<file path="config.mk">
export PLATFORM = sky130hd
export DESIGN_NAME = tagdir
export DESIGN_NICKNAME = d
export VERILOG_FILES = /design/src/rtl/tagdir_pkg.sv /design/src/rtl/tagdir_set_match.sv /design/src/rtl/tagdir_lru.sv /design/src/rtl/tagdir.sv
export SDC_FILE = /design/constraint.sdc
export NUM_CORES = 1
export LEC_CHECK = 0
export ABC_AREA = 1
export BUFFER_PORTS_ARGS = -buffer_cell sky130_fd_sc_hd__buf_2
export CELL_PAD_IN_SITES_DETAIL_PLACEMENT = 1
export CELL_PAD_IN_SITES_GLOBAL_PLACEMENT = 2
export CORE_MARGIN = 3
export CORE_UTILIZATION = 33
export DETAILED_ROUTE_END_ITERATION = 6
export PLACE_DENSITY = 0.73
export SLEW_MARGIN = 10
export SYNTH_ARGS = -nofsm -noshare
export SYNTH_HDL_FRONTEND = slang
export SYNTH_SLANG_ARGS = --single-unit
</file>
<file path="constraint.sdc">
create_clock -name clk_i -period 3.9 [get_ports clk_i]
set_input_delay 0.39 -clock clk_i [delete_from_list [all_inputs] [get_ports clk_i]]
set_output_delay 0.39 -clock clk_i [all_outputs]
set_load 0.005 [all_outputs]
</file>
<file path="src/rtl/tagdir_pkg.sv">
`timescale 1ns/1ps
package tagdir_pkg;
  typedef enum logic [1:0] {
    PERM_NONE = 2'd0,
    PERM_INV  = 2'd1,
    PERM_RO   = 2'd2,
    PERM_RW   = 2'd3
  } perm_e;

  typedef enum logic [3:0] {
    OP_ACCESS   = 4'd0,
    OP_PRESENT  = 4'd1,
    OP_AVAIL    = 4'd2,
    OP_ALLOC    = 4'd3,
    OP_DEALLOC  = 4'd4,
    OP_PROBE    = 4'd5,
    OP_LOCK_SET = 4'd6,
    OP_LOCK_CLR = 4'd7,
    OP_LOCK_TST = 4'd8,
    OP_SET_PERM = 4'd9
  } op_e;

  typedef enum logic [1:0] {
    REQ_LOAD  = 2'd0,
    REQ_FETCH = 2'd1,
    REQ_STORE = 2'd2
  } req_e;
endpackage

</file>
<file path="src/rtl/tagdir_set_match.sv">
`timescale 1ns/1ps
module tagdir_set_match #(
  parameter int WAYS   = 4,
  parameter int ADDR_W = 16
) (
  input  logic [WAYS-1:0]             valid_i,
  input  logic [WAYS-1:0][ADDR_W-1:0] tag_i,
  input  logic [WAYS-1:0][1:0]        perm_i,
  input  logic [ADDR_W-1:0]           addr_i,
  output logic                        hit_o,
  output logic [$clog2(WAYS)-1:0]     hit_way_o,
  output logic                        free_o,
  output logic [$clog2(WAYS)-1:0]     free_way_o,
  output logic                        tag_seen_o
);
  import tagdir_pkg::*;
  localparam int WAY_W = $clog2(WAYS);

  logic [WAYS-1:0] eq_v, hit_v, free_v;

  for (genvar w = 0; w < WAYS; w++) begin : g_way
    assign eq_v[w]   = valid_i[w] && (tag_i[w] == addr_i);
    assign hit_v[w]  = eq_v[w] && (perm_i[w] != PERM_NONE);
    assign free_v[w] = !valid_i[w] || (perm_i[w] == PERM_NONE);
  end

  assign hit_o      = |hit_v;
  assign free_o     = |free_v;
  assign tag_seen_o = |eq_v;

  // lowest index wins
  always_comb begin
    hit_way_o  = '0;
    free_way_o = '0;
    for (int w = WAYS-1; w >= 0; w--) begin
      if (hit_v[w])  hit_way_o  = WAY_W'(w);
      if (free_v[w]) free_way_o = WAY_W'(w);
    end
  end
endmodule

</file>
<file path="src/rtl/tagdir_lru.sv">
`timescale 1ns/1ps
module tagdir_lru #(
  parameter int SETS = 4,
  parameter int WAYS = 4
) (
  input  logic                      clk_i,
  input  logic                      rst_ni,
  input  logic                      touch_i,
  input  logic [$clog2(SETS)-1:0]   touch_set_i,
  input  logic [$clog2(WAYS)-1:0]   touch_way_i,
  input  logic [$clog2(SETS)-1:0]   look_set_i,
  output logic [$clog2(WAYS)-1:0]   victim_way_o
);
  localparam int WAY_W = $clog2(WAYS);

  // age 0 = most recent, WAYS-1 = least recent
  logic [SETS-1:0][WAYS-1:0][WAY_W-1:0] age_q;
  logic [WAYS-1:0] is_old;
  logic [WAY_W-1:0] ref_age;

  assign ref_age = age_q[touch_set_i][touch_way_i];

  always_ff @(posedge clk_i or negedge rst_ni) begin
    if (!rst_ni) begin
      for (int s = 0; s < SETS; s++)
        for (int w = 0; w < WAYS; w++)
          age_q[s][w] <= WAY_W'(w);
    end else if (touch_i) begin
      for (int w = 0; w < WAYS; w++) begin
        if (WAY_W'(w) == touch_way_i)
          age_q[touch_set_i][w] <= '0;
        else if (age_q[touch_set_i][w] < ref_age)
          age_q[touch_set_i][w] <= age_q[touch_set_i][w] + 1'b1;
      end
    end
  end

  for (genvar w = 0; w < WAYS; w++) begin : g_old
    assign is_old[w] = (age_q[look_set_i][w] == WAY_W'(WAYS-1));
  end

  always_comb begin
    victim_way_o = '0;
    for (int w = WAYS-1; w >= 0; w--)
      if (is_old[w]) victim_way_o = WAY_W'(w);
  end

  a_r6_touch_mru: assert property (@(posedge clk_i) disable iff (!rst_ni)
    touch_i |=> age_q[$past(touch_set_i)][$past(touch_way_i)] == '0);

  a_r7_single_victim: assert property (@(posedge clk_i) disable iff (!rst_ni)
    $onehot(is_old));
endmodule

</file>
<file path="src/rtl/tagdir.sv">
`timescale 1ns/1ps
module tagdir #(
  parameter int ADDR_W    = 16,
  parameter int SETS      = 4,
  parameter int WAYS      = 4,
  parameter int START_BIT = 2,
  parameter int CTX_W     = 4
) (
  input  logic                    clk_i,
  input  logic                    rst_ni,
  input  logic                    req_valid_i,
  input  logic [3:0]              op_i,
  input  logic [ADDR_W-1:0]       addr_i,
  input  logic [1:0]              req_type_i,
  input  logic [CTX_W-1:0]        ctx_i,
  input  logic [1:0]              perm_i,
  output logic                    resp_o,
  output logic                    err_o,
  output logic [$clog2(WAYS)-1:0] way_o,
  output logic [ADDR_W-1:0]       victim_addr_o
);
  import tagdir_pkg::*;

  localparam int SET_W   = $clog2(SETS);
  localparam int WAY_W   = $clog2(WAYS);
  localparam int ENTRIES = SETS * WAYS;
  localparam int IDX_W   = $clog2(ENTRIES);
  localparam logic [CTX_W-1:0] NO_OWNER = '1;

  logic [ENTRIES-1:0]             valid_q;
  logic [ENTRIES-1:0][ADDR_W-1:0] tag_q;
  logic [ENTRIES-1:0][1:0]        perm_q;
  logic [ENTRIES-1:0][CTX_W-1:0]  lock_q;

  logic [SET_W-1:0] set_idx;
  logic [WAYS-1:0]             s_valid;
  logic [WAYS-1:0][ADDR_W-1:0] s_tag;
  logic [WAYS-1:0][1:0]        s_perm;

  logic             hit, free_any, tag_seen;
  logic [WAY_W-1:0] hit_way, free_way, victim_way;
  logic [IDX_W-1:0] hit_idx, free_idx, victim_idx;

  assign set_idx = addr_i[START_BIT +: SET_W];

  always_comb begin
    for (int w = 0; w < WAYS; w++) begin
      s_valid[w] = valid_q[{set_idx, WAY_W'(w)}];
      s_tag[w]   = tag_q[{set_idx, WAY_W'(w)}];
      s_perm[w]  = perm_q[{set_idx, WAY_W'(w)}];
    end
  end

  tagdir_set_match #(.WAYS(WAYS), .ADDR_W(ADDR_W)) i_match (
    .valid_i    (s_valid),
    .tag_i      (s_tag),
    .perm_i     (s_perm),
    .addr_i     (addr_i),
    .hit_o      (hit),
    .hit_way_o  (hit_way),
    .free_o     (free_any),
    .free_way_o (free_way),
    .tag_seen_o (tag_seen)
  );

  assign hit_idx    = {set_idx, hit_way};
  assign free_idx   = {set_idx, free_way};
  assign victim_idx = {set_idx, victim_way};

  // decode
  logic avail;
  logic touch;
  logic [WAY_W-1:0] touch_way;
  logic do_alloc, do_dealloc, do_lock, do_perm;
  logic [CTX_W-1:0] lock_val;
  perm_e hit_perm;

  assign avail    = tag_seen || free_any;
  assign hit_perm = perm_e'(perm_q[hit_idx]);

  always_comb begin
    resp_o        = 1'b0;
    err_o         = 1'b0;
    way_o         = '0;
    victim_addr_o = '0;
    touch         = 1'b0;
    touch_way     = hit_way;
    do_alloc      = 1'b0;
    do_dealloc    = 1'b0;
    do_lock       = 1'b0;
    do_perm       = 1'b0;
    lock_val      = NO_OWNER;
    if (req_valid_i) begin
      way_o = hit_way;
      case (op_e'(op_i))
        OP_ACCESS: begin
          touch = hit;
          if (hit)
            resp_o = (hit_perm == PERM_RW) ||
                     ((hit_perm == PERM_RO) && (req_type_i != REQ_STORE));
        end
        OP_PRESENT: resp_o = hit;
        OP_AVAIL:   resp_o = avail;
        OP_ALLOC: begin
          way_o     = free_way;
          err_o     = hit || !free_any;
          do_alloc  = !err_o;
          touch     = do_alloc;
          touch_way = free_way;
          resp_o    = !err_o;
        end
        OP_DEALLOC: begin
          err_o      = !hit;
          do_dealloc = hit;
          resp_o     = hit;
        end
        OP_PROBE: begin
          way_o  = victim_way;
          err_o  = avail;
          resp_o = !avail;
          if (!avail) victim_addr_o = tag_q[victim_idx];
        end
        OP_LOCK_SET: begin
          err_o    = !hit;
          do_lock  = hit;
          lock_val = ctx_i;
          resp_o   = hit;
        end
        OP_LOCK_CLR: begin
          err_o   = !hit;
          do_lock = hit;
          resp_o  = hit;
        end
        OP_LOCK_TST: begin
          err_o  = !hit;
          resp_o = hit && (lock_q[hit_idx] == ctx_i);
        end
        OP_SET_PERM: begin
          err_o   = !hit;
          do_perm = hit;
          resp_o  = hit;
        end
        default: err_o = 1'b1;
      endcase
    end
  end

  tagdir_lru #(.SETS(SETS), .WAYS(WAYS)) i_lru (
    .clk_i        (clk_i),
    .rst_ni       (rst_ni),
    .touch_i      (touch),
    .touch_set_i  (set_idx),
    .touch_way_i  (touch_way),
    .look_set_i   (set_idx),
    .victim_way_o (victim_way)
  );

  always_ff @(posedge clk_i or negedge rst_ni) begin
    if (!rst_ni) begin
      valid_q <= '0;
      tag_q   <= '0;
      perm_q  <= '0;
      lock_q  <= '1;
    end else begin
      if (do_alloc) begin
        valid_q[free_idx] <= 1'b1;
        tag_q[free_idx]   <= addr_i;
        perm_q[free_idx]  <= PERM_INV;
        lock_q[free_idx]  <= NO_OWNER;
      end
      if (do_dealloc) valid_q[hit_idx] <= 1'b0;
      if (do_lock)    lock_q[hit_idx]  <= lock_val;
      if (do_perm)    perm_q[hit_idx]  <= perm_i;
    end
  end

  a_r10_error_freezes: assert property (@(posedge clk_i) disable iff (!rst_ni)
    (req_valid_i && err_o) |=> ($stable(valid_q) && $stable(perm_q) && $stable(lock_q)));

  a_r5_alloc_state: assert property (@(posedge clk_i) disable iff (!rst_ni)
    (req_valid_i && op_i == OP_ALLOC && !err_o) |=>
      (valid_q[$past(free_idx)] && perm_q[$past(free_idx)] == PERM_INV &&
       lock_q[$past(free_idx)] == NO_OWNER));

  a_r9_dealloc_empties: assert property (@(posedge clk_i) disable iff (!rst_ni)
    (req_valid_i && op_i == OP_DEALLOC && !err_o) |=> !valid_q[$past(hit_idx)]);

  a_r7_probe_needs_full: assert property (@(posedge clk_i) disable iff (!rst_ni)
    (req_valid_i && op_i == OP_PROBE && !err_o) |-> (!free_any && !tag_seen));

  a_r12_idle_quiet: assert property (@(posedge clk_i) disable iff (!rst_ni)
    !req_valid_i |-> (!resp_o && !err_o && victim_addr_o == '0));
endmodule

</file>
==> results.yml <==
status:
  status: "complete, but fails checks"
  failed_checks: "setup timing"
clocking:
  clk_pin_slew_ps: 60
  cts-root-buf: "clkbuf_16"
  clock_path_buffers: 3
  worst_skew_pair.late_latency_ps: 610
  cts_made_buffers: 51
  cts_tree: "done"
  cts_htree_levels: 2
  clock_sinks: 400
synth:
  synth_cells: 3370
  synth_top_area_share_pct: 34.29
  ys_seq_elements: 400
  async_flop_share_pct: 100.0
  syn_area_um2: 23350
  synth_nets: 3409
  netlist.top_cell.by_area: "dfrtp_1"
  synth_edf_count: 0
  ys_types: 53
  yosys-top-cells-area: "dfrtp_1 34%, nand2_1 21%, dfstp_2 9.0%, o21ai_0 5.8%, inv_1 4.6%"
  ys_warn_count: 0
  synth_top_flop_cell: "dfrtp_1"
  syn_area_per_cell_um2: 6.930
  yosysSeqAreaShare_pct: 43.29
route:
  routed_wirelength_um: 115300
  first_pass_iters: 6
  drc: 0
  dr.first_iter.drc_count: 2162
  dr_total_vias: 25860
  drtAntennaViolNets: 0
  routedWlPerCell_um: 24.20
  vias_per_cell: 5.428
floorplanning:
  start_util_pct: 33.70
  die_h_um: 272.0
  die-area_um2: 74000
  ioPinCount: 51
  fp.dieW_um: 272.0
  core_area_um2: 69310
  fp-row-count: 96
setup_path:
  arrival_ps: 3900
  worstRegToRegCells: 27
  cp-end-kind: "output port"
  r2r_end: "i_lru.age_q[25]$_DFFE_PN0P_"
  worst-path-buf-inv: 4
  slowest_delay_ps: 410
  cp_max_fo: 6
  r2r_start: "i_lru.age_q[4]$_DFFE_PN0P_"
  cp-start-kind: "register"
  required_ps: 3510
  crit_path_start: "tag_q[126]$_DFFE_PN0P_"
  cp_common_cell: "nand2_1"
  cp_slowest_cell: "dfrtp_1"
  r2r_setup_slack_ps: 190
  endpoint: "resp_o"
  worst-path-stages: 28
  crit_type: "register to output port"
  crit_family: "simple AND/OR/NAND/NOR gates"
placed_design:
  gp_congestion: 0.9328
  portBuffers: 50
  dpl.hpwl_um: 78990
pwr:
  ir_drop_mv: 0.3149
  powerDensity_nw_per_um2: 338.7
  power.leakage_nw: 15.86
flow_run:
  maxCapViolCount: 0
global_route:
  grt_max_degree: 100
  antenna_found_initial: 1
  grt.total_usage_pct: 30.08
  grt-ovfl-total: 0
  grt_pass1_vias: 26510
  grt_pass1_wl_um: 167900
timing:
  min_period_ps: 4288
  worst_pin_slew_ps: 957.8
  rsz0062_at_grt: "yes"
  hold_ws_ps: 35.94
  hold_viol: 0
  setup_viol: 17
  slew_headroom_pct: 36.15
  fin_skew_ps: 17.25
  fin_ws_ps: -387.7
  slew_viol_final: 0
  max_freq_ghz: 0.2332
  fin_crit_sh_pct: 109.9
min_path:
  min-delay-path-class: "input pin to register"
layout:
  final_util_pct: 46.13
  antenna_cells: 0
  layout-drive-gt1-share_pct: 26.72
  area_delta_synth_final_pct: 36.91
  nets: 3835
==> power by group <==
part	switching, mW	internal [mW]	total [mW]	leakage, nW
combinational	0.930	0.540	1.47	10.0
clock	1.97	2.85	4.82	0.823
sequential	0.156	4.38	4.54	5.01
total	3.06	7.77	10.8	15.9
==> sequential cells by signal (all words and copies together), names as in the netlist <==
register and count:
lock_q 64, valid_q 16, tag_q 256, perm_q 32, i_lru.age_q 32
==> synthesized netlist by cell type (5+ instances only) <==
master and count:
nand2_2 14, a22oi_1 26, a21oi_1 102, inv_2 20, nand3b_1 18, inv_1 288
nand3_1 183, nor2_1 205, dfstp_2 80, o31ai_1 5, nor3_1 20, or2_2 5
nand4_1 27, a32o_1 8, o221ai_1 9, a221oi_1 8, ha_1 8, o21ai_1 89
dfrtp_1 320, clkinv_1 8, a32oi_1 19, nor4_1 8, clkbuf_1 103, nor2_2 8
buf_2 51, buf_6 6, buf_1 17, o22ai_1 75, o21ai_0 271, o211ai_1 11
o21ai_2 5, nand2_1 1306, nor2_4 12
==> kinds of logic (layout without fill, tap and decap cells) <==
| logic type | Yosys count | after routing | synth area share, % |
|---|---|---|---|
| AND/OR/NAND/NOR | 1815 | 1815 | 31.81 |
| buffers and inverters | 499 | 962 | 8.609 |
| flip-flops | 400 | 400 | 43.29 |
| adder cells (fa/ha/maj) | 8 | 8 | 0.4286 |
| AO/OA/AOI/OAI | 648 | 648 | 15.87 |
==> worst min path at each step <==
stage | from | endpoint | slack [ps] | cells after the start
finish | perm_i[1] | perm_q[17]$_DFF_PN0_ | 40 | 3
global route | perm_i[1] | perm_q[17]$_DFF_PN0_ | 20 | 3
CTS | perm_i[1] | perm_q[17]$_DFF_PN0_ | 4 | 3
detailed placement | tag_q[115]$_DFFE_PN0P_ | tag_q[115]$_DFFE_PN0P_ | 460 | 2
global placement | tag_q[3]$_DFFE_PN0P_ | tag_q[3]$_DFFE_PN0P_ | 450 | 2
floorplan | rst_ni | i_lru.age_q[0]$_DFFE_PN0P_ | 90 | 0
==> routing by layer <==
metal / part of all wire (%) / track usage (%)
met3: 5.9 / 4.880
met1: 45 / 41.49
met5: 0.010 / 0
met2: 45 / 47.64
met4: 4.1 / 10.87
==> timing repair <==
item                                    CTS  global route
gates cloned                              5            10
endpoints found under the setup margin   18            50
hold endpoints to repair                 88             0
hold buffers                              1             0
setup buffers                            65            75
gates resized for setup                 145           246
pin swaps                                37           108
==> cell type report <==
class	instances	area, um^2
tap	931	1165
multi-input combinational	2471	12310
inverter	317	1221
clock buffer	77	1548
clock inverter	13	125.1
fill	8547	37330
timing repair buffer	555	5494
sequential	400	10110
==> tightest hold or removal path: stages <==
cell and delay [ps]:
buf_2 100, nand2_1 50, o31ai_1 60
==> placed cells by master (no fill, tap or decap), types with 12 or more instances in the layout <==
cell          n
nand2_1    1229
buf_4       377
dfrtp_1     320
inv_1       274
o21ai_0     238
nor2_1      167
nand3_1     150
o21ai_1     105
a21oi_1      85
dfstp_2      80
buf_12       79
nand2_2      78
o22ai_1      75
clkbuf_16    63
buf_2        44
nor2_2       32
nand3_2      31
buf_6        29
inv_2        28
nand4_1      27
nor2_4       26
o21ai_2      21
a22oi_1      19
nor3_1       19
nand3b_1     18
a21oi_2      17
a32oi_1      15
nand2_4      13
clkbuf_1     12
==> per-stage QoR <==
step / power [mW] / setup TNS (ps) / cell area, um^2 / worst slack, ps / instances
3_5_place_dp: 5.896 / -32110 / 27530 / -663.8 / 4533
4_1_cts: 10.80 / -8080 / 30420 / -389.5 / 4694
6_report: 10.83 / -2965 / 31970 / -387.7 / 4764
2_1_floorplan: 5.248 / 0 / 23370 / 16.45 / 3370
3_3_place_gp: 5.862 / -24240 / 27530 / -635.8 / 4533
5_1_grt: 11.27 / -5277 / 31970 / -584.4 / 4764
Power figures use the tool's default switching activity.
